File: src/rtl/tac_pkg.sv
package tac_pkg;
  localparam int unsigned WORD_W = 32;
  localparam int unsigned TIME_W = 2 * WORD_W;

  localparam logic [11:0] OFF_SOFT_SET = 12'h010;
  localparam logic [11:0] OFF_SOFT_CLR = 12'h014;
  localparam logic [11:0] OFF_TIME_LO  = 12'h100;
  localparam logic [11:0] OFF_TIME_HI  = 12'h104;
  localparam logic [11:0] OFF_CMP_LO   = 12'h108;
  localparam logic [11:0] OFF_CMP_HI   = 12'h10C;

  typedef enum logic [2:0] {
    SEL_NONE,
    SEL_SOFT_SET,
    SEL_SOFT_CLR,
    SEL_TIME_LO,
    SEL_TIME_HI,
    SEL_CMP_LO,
    SEL_CMP_HI
  } reg_sel_e;

  typedef struct packed {
    logic hi;
    logic lo;
  } half_wr_t;

  // Replace one 32-bit half of a 64-bit value.
  function automatic logic [TIME_W-1:0] merge_half(input logic [TIME_W-1:0] cur,
                                                   input logic [WORD_W-1:0] word,
                                                   input logic upper);
    logic [TIME_W-1:0] res;
    res = cur;
    if (upper) res[TIME_W-1:WORD_W] = word;
    else       res[WORD_W-1:0]      = word;
    return res;
  endfunction

  // Select one half of a 64-bit value.
  function automatic logic [WORD_W-1:0] pick_half(input logic [TIME_W-1:0] v,
                                                  input logic upper);
    return upper ? v[TIME_W-1:WORD_W] : v[WORD_W-1:0];
  endfunction

  // Unsigned "deadline reached" test.
  function automatic logic deadline_reached(input logic [TIME_W-1:0] now,
                                            input logic [TIME_W-1:0] due);
    return now >= due;
  endfunction
endpackage

File: src/rtl/tac_decode.sv
module tac_decode
  import tac_pkg::*;
#(
  parameter int unsigned ADDR_W = 12
) (
  input  logic [ADDR_W-1:0] addr,
  output reg_sel_e          sel
);
  always_comb begin
    if      (addr == ADDR_W'(OFF_SOFT_SET)) sel = SEL_SOFT_SET;
    else if (addr == ADDR_W'(OFF_SOFT_CLR)) sel = SEL_SOFT_CLR;
    else if (addr == ADDR_W'(OFF_TIME_LO))  sel = SEL_TIME_LO;
    else if (addr == ADDR_W'(OFF_TIME_HI))  sel = SEL_TIME_HI;
    else if (addr == ADDR_W'(OFF_CMP_LO))   sel = SEL_CMP_LO;
    else if (addr == ADDR_W'(OFF_CMP_HI))   sel = SEL_CMP_HI;
    else                                    sel = SEL_NONE;
  end
endmodule

File: src/rtl/tac_halfreg.sv
module tac_halfreg
  import tac_pkg::*;
#(
  parameter int unsigned HALF_W = 32,
  parameter bit          COUNT  = 1'b0
) (
  input  logic              clk,
  input  logic              rst,
  input  half_wr_t          wr,
  input  logic [HALF_W-1:0] wdata,
  output logic [2*HALF_W-1:0] value
);
  localparam int unsigned FULL_W = 2 * HALF_W;

  logic [FULL_W-1:0] q;
  logic [FULL_W-1:0] written;
  logic              any_wr;

  assign any_wr  = wr.lo | wr.hi;
  assign written = merge_half(q, wdata, wr.hi);
  assign value   = q;

  generate
    if (COUNT) begin : g_count
      always_ff @(posedge clk) begin
        if (rst)         q <= '0;
        else if (any_wr) q <= written;
        else             q <= q + FULL_W'(1);
      end
    end else begin : g_hold
      always_ff @(posedge clk) begin
        if (rst)         q <= '0;
        else if (any_wr) q <= written;
      end
    end
  endgenerate
endmodule

File: src/rtl/tac_softflag.sv
module tac_softflag (
  input  logic clk,
  input  logic rst,
  input  logic raise,
  input  logic lower,
  output logic flag
);
  always_ff @(posedge clk) begin
    if (rst)        flag <= 1'b0;
    else if (raise) flag <= 1'b1;
    else if (lower) flag <= 1'b0;
  end
endmodule

File: src/rtl/tick_alarm_ctrl.sv
module tick_alarm_ctrl
  import tac_pkg::*;
#(
  parameter int unsigned ADDR_W = 12
) (
  input  logic              clk,
  input  logic              rst,
  input  logic              req_valid,
  input  logic              req_write,
  input  logic [ADDR_W-1:0] req_addr,
  input  logic [31:0]       req_wdata,
  output logic              rsp_valid,
  output logic [31:0]       rsp_rdata,
  output logic              rsp_err,
  output logic              irq_timer,
  output logic              irq_soft
);
  reg_sel_e          sel;
  logic              acc_wr;
  logic              acc_rd;
  half_wr_t          time_wr;
  half_wr_t          cmp_wr;
  logic              time_wr_any;
  logic              cmp_wr_any;
  logic              soft_raise;
  logic              soft_lower;
  logic [TIME_W-1:0] time_q;
  logic [TIME_W-1:0] cmp_q;
  logic [WORD_W-1:0] rd_mux;

  tac_decode #(.ADDR_W(ADDR_W)) u_decode (
    .addr (req_addr),
    .sel  (sel)
  );

  assign acc_wr = req_valid & req_write;
  assign acc_rd = req_valid & ~req_write;

  assign time_wr.lo  = acc_wr & (sel == SEL_TIME_LO);
  assign time_wr.hi  = acc_wr & (sel == SEL_TIME_HI);
  assign cmp_wr.lo   = acc_wr & (sel == SEL_CMP_LO);
  assign cmp_wr.hi   = acc_wr & (sel == SEL_CMP_HI);
  assign time_wr_any = time_wr.lo | time_wr.hi;
  assign cmp_wr_any  = cmp_wr.lo | cmp_wr.hi;
  assign soft_raise  = acc_wr & (sel == SEL_SOFT_SET) & req_wdata[0];
  assign soft_lower  = acc_wr & (sel == SEL_SOFT_CLR) & req_wdata[0];

  tac_halfreg #(.HALF_W(WORD_W), .COUNT(1'b1)) u_time (
    .clk   (clk),
    .rst   (rst),
    .wr    (time_wr),
    .wdata (req_wdata),
    .value (time_q)
  );

  tac_halfreg #(.HALF_W(WORD_W), .COUNT(1'b0)) u_cmp (
    .clk   (clk),
    .rst   (rst),
    .wr    (cmp_wr),
    .wdata (req_wdata),
    .value (cmp_q)
  );

  tac_softflag u_soft (
    .clk   (clk),
    .rst   (rst),
    .raise (soft_raise),
    .lower (soft_lower),
    .flag  (irq_soft)
  );

  always_comb begin
    case (sel)
      SEL_SOFT_SET, SEL_SOFT_CLR: rd_mux = {{(WORD_W-1){1'b0}}, irq_soft};
      SEL_TIME_LO: rd_mux = pick_half(time_q, 1'b0);
      SEL_TIME_HI: rd_mux = pick_half(time_q, 1'b1);
      SEL_CMP_LO:  rd_mux = pick_half(cmp_q, 1'b0);
      SEL_CMP_HI:  rd_mux = pick_half(cmp_q, 1'b1);
      default:     rd_mux = '0;
    endcase
  end

  always_ff @(posedge clk) begin
    if (rst) begin
      rsp_valid <= 1'b0;
      rsp_rdata <= '0;
      rsp_err   <= 1'b0;
    end else begin
      rsp_valid <= req_valid;
      rsp_err   <= req_valid & (sel == SEL_NONE);
      rsp_rdata <= acc_rd ? rd_mux : '0;
    end
  end

  assign irq_timer = deadline_reached(time_q, cmp_q);
endmodule

File: config.mk
export PLATFORM = sky130hd
export DESIGN_NAME = tick_alarm_ctrl
export DESIGN_NICKNAME = d
export VERILOG_FILES = /design/src/rtl/tac_pkg.sv /design/src/rtl/tac_decode.sv /design/src/rtl/tac_halfreg.sv /design/src/rtl/tac_softflag.sv /design/src/rtl/tick_alarm_ctrl.sv
export SDC_FILE = /design/constraint.sdc
export NUM_CORES = 1
export LEC_CHECK = 0
export BUFFER_PORTS_ARGS = -buffer_cell sky130_fd_sc_hd__buf_4
export CAP_MARGIN = 0
export CORE_MARGIN = 2
export CORE_UTILIZATION = 30
export DETAILED_ROUTE_END_ITERATION = 8
export MAX_ROUTING_LAYER = met4
export PLACE_DENSITY_LB_ADDON = 0.05
export SLEW_MARGIN = 20
export SYNTH_ARGS = -nofsm -noshare
export SYNTH_HDL_FRONTEND = slang
export SYNTH_SLANG_ARGS = --single-unit
File: constraint.sdc
create_clock -name clk -period 5.4 [get_ports clk]
set_input_delay 0.54 -clock clk [delete_from_list [all_inputs] [get_ports clk]]
set_output_delay 0.54 -clock clk [all_outputs]
set_load 0.03 [all_outputs]
# ---- After elaboration in Yosys (flattened, before gate mapping)
# Cells that the tools add are included.
dict set report word_totals {
  in_bits 48
  word_cells 58
  out_inout_bits 36
  reg_bits 163
}
dict set report op_classes {
  n_addsub 1
  eq_ne 14
  order_cmp 1
  n_mux 12
  n_reduce_logical 6
  bitwise_logic 16
}
# op count
set op_table {}
lappend op_table {{one-hot mux 32 bit (5 select lines)} 1}
lappend op_table {{adder 64 x 1 -> 64 bit, second input constant} 1}
lappend op_table {{>= comparator 64 bit} 1}
lappend op_table {{2-to-1 mux 32 bit} 2}
lappend op_table {{2-to-1 mux 64 bit} 1}
lappend op_table {{== test 12 x 9 -> 1 bit, second input constant} 4}
lappend op_table {{== test 12 x 5 -> 1 bit, second input constant} 2}
lappend op_table {{2-to-1 mux 3 bit} 6}
lappend op_table {{AND 1 bit} 11}
lappend op_table {{== test 3 bit, second input constant} 3}
lappend op_table {{== test 3 x 2 -> 1 bit, second input constant} 2}
lappend op_table {{AND reduction 2 bit} 2}
lappend op_table {{OR reduction 2 bit} 2}
lappend op_table {{== test 3 x 1 -> 1 bit, second input constant} 1}
lappend op_table {{zero test 3 bit} 1}
lappend op_table {{inverter 1 bit} 3}
lappend op_table {{2-to-1 mux 1 bit} 2}
lappend op_table {{inequality test 2 x 1 -> 1 bit, second input constant} 1}
lappend op_table {{inequality test 2 bit, second input constant} 1}
lappend op_table {{bitwise OR 1 bit} 2}
lappend op_table {{nonzero test 2 bit} 1}

# ---- Logic depth before layout (Yosys ltp)
dict set report depth {
  word_depth 12
  mapped_depth 10
  depth_no_buf 9
}

# ---- Cells and area by module
# Synthesis repeated with hierarchy kept, for this count alone.
dict set report hier_totals {
  hier_cells 1221
  hier_area_um2 10259.8
}
# mod seq_area_each_um2 area_each_um2 cells_each n_inst
set by_module_without_submodules {}
lappend by_module_without_submodules {{tac_halfreg (u_time)} 1281.2 4260.3 568 1}
lappend by_module_without_submodules {tick_alarm_ctrl 680.7 3231.8 388 1}
lappend by_module_without_submodules {{tac_halfreg (u_cmp)} 1281.2 2632.5 248 1}
lappend by_module_without_submodules {tac_decode 0.0 96.3 13 1}
lappend by_module_without_submodules {tac_softflag 20.0 38.8 4 1}

# ---- Least setup slack after synthesis
# OpenSTA, ideal clock, no wires.
dict set report synth_timing {
  path_type {register to output}
  from {reg u_time.q[37], in the netlist u_time.value[37]}
  to {out irq_timer}
  arrival_ns 2.160
  path_buffers 0
  path_slack_ns 2.700
  required_time_ns 4.860
  path_stages_with_launch 9
  path_cell_list {dfxtp_1 -> ha_1 -> a211oi_1 -> o21ai_0 -> a311oi_1 -> nor4_1 -> a2111oi_0 -> o311ai_0 -> a21o_1}
}
dict set report synth_between {
  elab_chain_len 1
}
# element line_no
set synth_lines {}
lappend synth_lines {{start, declared} tac_halfreg.sv:15} ;# logic [FULL_W-1:0] q;
lappend synth_lines {{start signal, assigned} tac_halfreg.sv:27} ;# else if (any_wr) q <= written;
lappend synth_lines {{start signal, assigned} tac_halfreg.sv:28} ;# else q <= q + FULL_W'(1);
lappend synth_lines {{>= comparator 64 bit} tac_pkg.sv:47} ;# return now >= due;
lappend synth_lines {{end, declared} tick_alarm_ctrl.sv:15} ;# output logic irq_timer,
# Every way passes these cells.

# ---- Worst setup path after layout
dict set report layout_timing {
  from {reg u_time.q[0], in the netlist u_time.value[0]}
  to {out irq_timer}
}
# The elaborated chain is that of the path after synthesis.

==> results by group <==
Clock network
  • Clk slew on worst S/H paths: 0.06 ns
  • CTS tree: yes
  • Post-CTS Setup Repair Bufs: 0
  • Clk buf depth: 2
  • CTS sink cnt: 163
  • # H-tree levels: 4
  • Clk_lat worst skew: 0.45 ns
  • Hold Buf Count CTS: 0
  • Num CTS Buffers: 17
  • Root buffer cell: clkbuf_16
  • Post_cts resized: 0

Power
  • Leak: 4.05 nW
  • Pwr per Cell Area: 241 mW/mm2
  • Overall Power: 2.69 mW
  • Maximum vdd drop: 0.211 mV

Critical path
  • Largest stage delay on the critical path: 0.62 ns
  • Reg-to-reg startpoint: u_time.value[1]
  • Most used cell, CP: a2111oi_0
  • Max FO, Critical Path: 6
  • Buf+Inv Stages, Crit Path: 2
  • Critical path class: register to output pin
  • Crit. End Element: output pin
  • Cell count of the worst reg-to-reg path: 8
  • Reg2reg setup slack: 2.20 ns
  • Worst Setup Start Kind: register
  • Crit-path cells: inv_1, ha_1, nand2b_1, a2111oi_0, o21ai_0, nor4b_1, a2111oi_0, o311ai_0, a21o_1, buf_4
  • Critical path's top delay family: compound AO/OA/AOI/OAI gates
  • Worst Path Arrival: 3.85 ns
  • CP required: 4.86 ns
  • Reg2reg end: u_time.value[60]
  • Critical-path top delay cell: a2111oi_0

Floorplan
  • Row count: 65
  • Area of the die: 0.0333 mm2
  • Die Width: 183 um
  • Die Ht: 183 um
  • Starting density of the core: 0.304
  • Io pins: 84
  • Core region area: 0.0315 mm2

Timing
  • Max_slew headroom: 0.310
  • Worst slew pin tran: 1.03 ns
  • Final Hold Viols: 0
  • Final setup viols: 0
  • RSZ-0062 raised after global routing: false
  • Final Cycle Share: 0.814
  • Post-layout minimum cycle time: 4.39 ns
  • Setup TNS: 0 ns
  • Final Max Tran Viols: 0
  • Achievable clock frequency: 0.228 GHz
  • Smallest hold slack: 0.355 ns
  • Setup WS post-layout: 1.01 ns
  • Worst Skew: 0.0140 ns

Synth
  • Top_reg_cell synth: dfxtp_1
  • Top cell type's share of synthesized area: 0.341
  • Cell count after synthesis: 1202
  • Synth cell types: 63
  • Seq cells post-synth: 163
  • Synth warn: 0
  • Number of synthesized flops with an enable pin: 0
  • Sequential fraction of the synthesis area: 0.341
  • Synthesized area per cell: 7.96 um2
  • Asr flop ratio synth: 0
  • Mapped cell area: 0.00957 mm2
  • Cell accounting for the most synthesized area: dfxtp_1
  • Top post-synthesis cells by area: dfxtp_1, ha_1, nand2_1
  • Syn_nets: 1315

Finish
  • Commonest cells after routing, fill and taps aside: nand2_1, dfxtp_1, a21oi_1, nor2_1, buf_4
  • N_diodes: 0
  • Fraction of layout cells with a size suffix above 1: 0.126
  • Final #Nets: 1364
  • Final instance area: 0.0112 mm2
  • Syn-to-layout area delta: 16.8%
  • Fillers: 3366
  • Final core utilization: 0.355
  • Most common cell after layout, fill and taps aside: nand2_1
  • Fin cells: 1665

Outcome
  • Status: finished clean

Routing
  • DR vias: 8914
  • Routed wire length: 33.2 mm
  • Length of the first detailed-routing pass in iterations: 4
  • Final ANT Viol Nets: 0
  • Residual DRC count: 0
  • Vias per std cell: 5.35
  • Drt wl/cell: 19.9 um
  • Initial DRC count: 705

Worst hold path
  • Hold Crit Endpoint: rsp_valid
  • HP Class: input port to register
  • Worst hold start: req_valid
  • Hold path cells: 3

Global routing
  • Met3 usage: 0.0281
  • GRT Max-Usage Layer: met2
  • Initial antenna violation count: 0
  • GRT overflow: 0
  • GRT met1 Usage: 0.292
  • GRT met2 Usage: 0.315
  • Vias in the first global route: 8667
  • Largest net degree at the start of global routing: 57
  • Overall Global Routing Usage: 0.209
  • First-pass GRT wire length: 52.2 mm

Placement
  • HPWL after DPL: 23.3 mm
  • Placed Cells incl. Taps: 1634
  • Post-DP Area: 0.0106 mm2
  • RePlAce Congestion: 0.814
  • Post-Place Setup Slack: 1.40 ns
  • Buffers on Ports: 83

Run
  • Max-cap viol count: 0
==> registers in the layout, summed over array words and instances (netlist names) <==
name,cells
rsp_err,1
rsp_valid,1
rsp_rdata,32
u_time.value,64
u_cmp.value,64
u_soft.flag,1
==> cells by family (layout without fill, tap and decap cells) <==
kind of cell	count (synthesis)	count (layout)	share of synthesized area
buf+inv	141	202	0.0564
flops	163	163	0.341
fa+ha+maj	65	65	0.0850
xor+xnor	9	9	0.00824
mux	73	73	0.0770
compound gates	284	284	0.190
simple gates	467	467	0.243
==> synth_stat cells (6+ instances only) <==
| cell type | number |
|---|---|
| clkbuf_1 | 53 |
| buf_1 | 8 |
| xor2_1 | 8 |
| a211oi_1 | 29 |
| a311oi_1 | 6 |
| nand2b_1 | 6 |
| dfxtp_1 | 163 |
| a21oi_1 | 110 |
| or3_1 | 7 |
| nor3_1 | 23 |
| and3_1 | 14 |
| nand2_1 | 188 |
| nand3_1 | 22 |
| mux2i_1 | 68 |
| o21ai_0 | 40 |
| a21o_1 | 14 |
| a2111oi_0 | 8 |
| o21bai_1 | 8 |
| o22a_1 | 31 |
| o211ai_1 | 6 |
| ha_1 | 65 |
| nor4_1 | 22 |
| nand4_1 | 28 |
| inv_1 | 74 |
| a31oi_1 | 12 |
| nor2_1 | 110 |
==> area by class of cell <==
type	count	area [um2]	share of cell area
inverters	74	278	0.0248
flip-flops and latches	163	3260	0.292
multi-input cells	898	5780	0.517
clock buffers	22	474	0.0424
repair buffers	97	728	0.0651
clock inverters	9	153	0.0137
well taps	402	503	0.0450
==> routing by layer <==
metal  wire (um)  vias up
li1            -     4384
met4         510        0
met2       14600      170
met3         995       38
met5           0        -
met1       17000     4322
==> power breakdown <==
part	switching, mW	internal (mW)	leakage (nW)	total, mW
Clock	0.527	0.807	0.298	1.33
Combinational	0.0851	0.0580	2.44	0.143
Sequential	0.00667	1.21	1.31	1.21
Total	0.619	2.07	4.05	2.69
==> worst register-to-register path: cells and delay by family (launching register included) <==
kind                     cells  cell delay (ns)
AND/OR/NAND/NOR              5             1.87
flip-flops                   1             0.44
AO/OA/AOI/OAI                1             0.37
adder cells (fa/ha/maj)      1             0.27
multiplexers                 1             0.14
==> worst max-delay path by stage <==
stage                startpoint         to  slack, ns  depth (start not counted)
5_1_grt         u_time.value[0]  irq_timer       0.78                         10
3_3_place_gp   u_time.value[34]  irq_timer       1.51                          9
2_1_floorplan  u_time.value[37]  irq_timer       2.70                          8
3_5_place_dp    u_time.value[0]  irq_timer       1.40                         10
4_1_cts         u_time.value[0]  irq_timer       0.90                         10
6_report        u_time.value[0]  irq_timer       1.01                         10
Note: power is estimated with default switching activity, not from simulation.
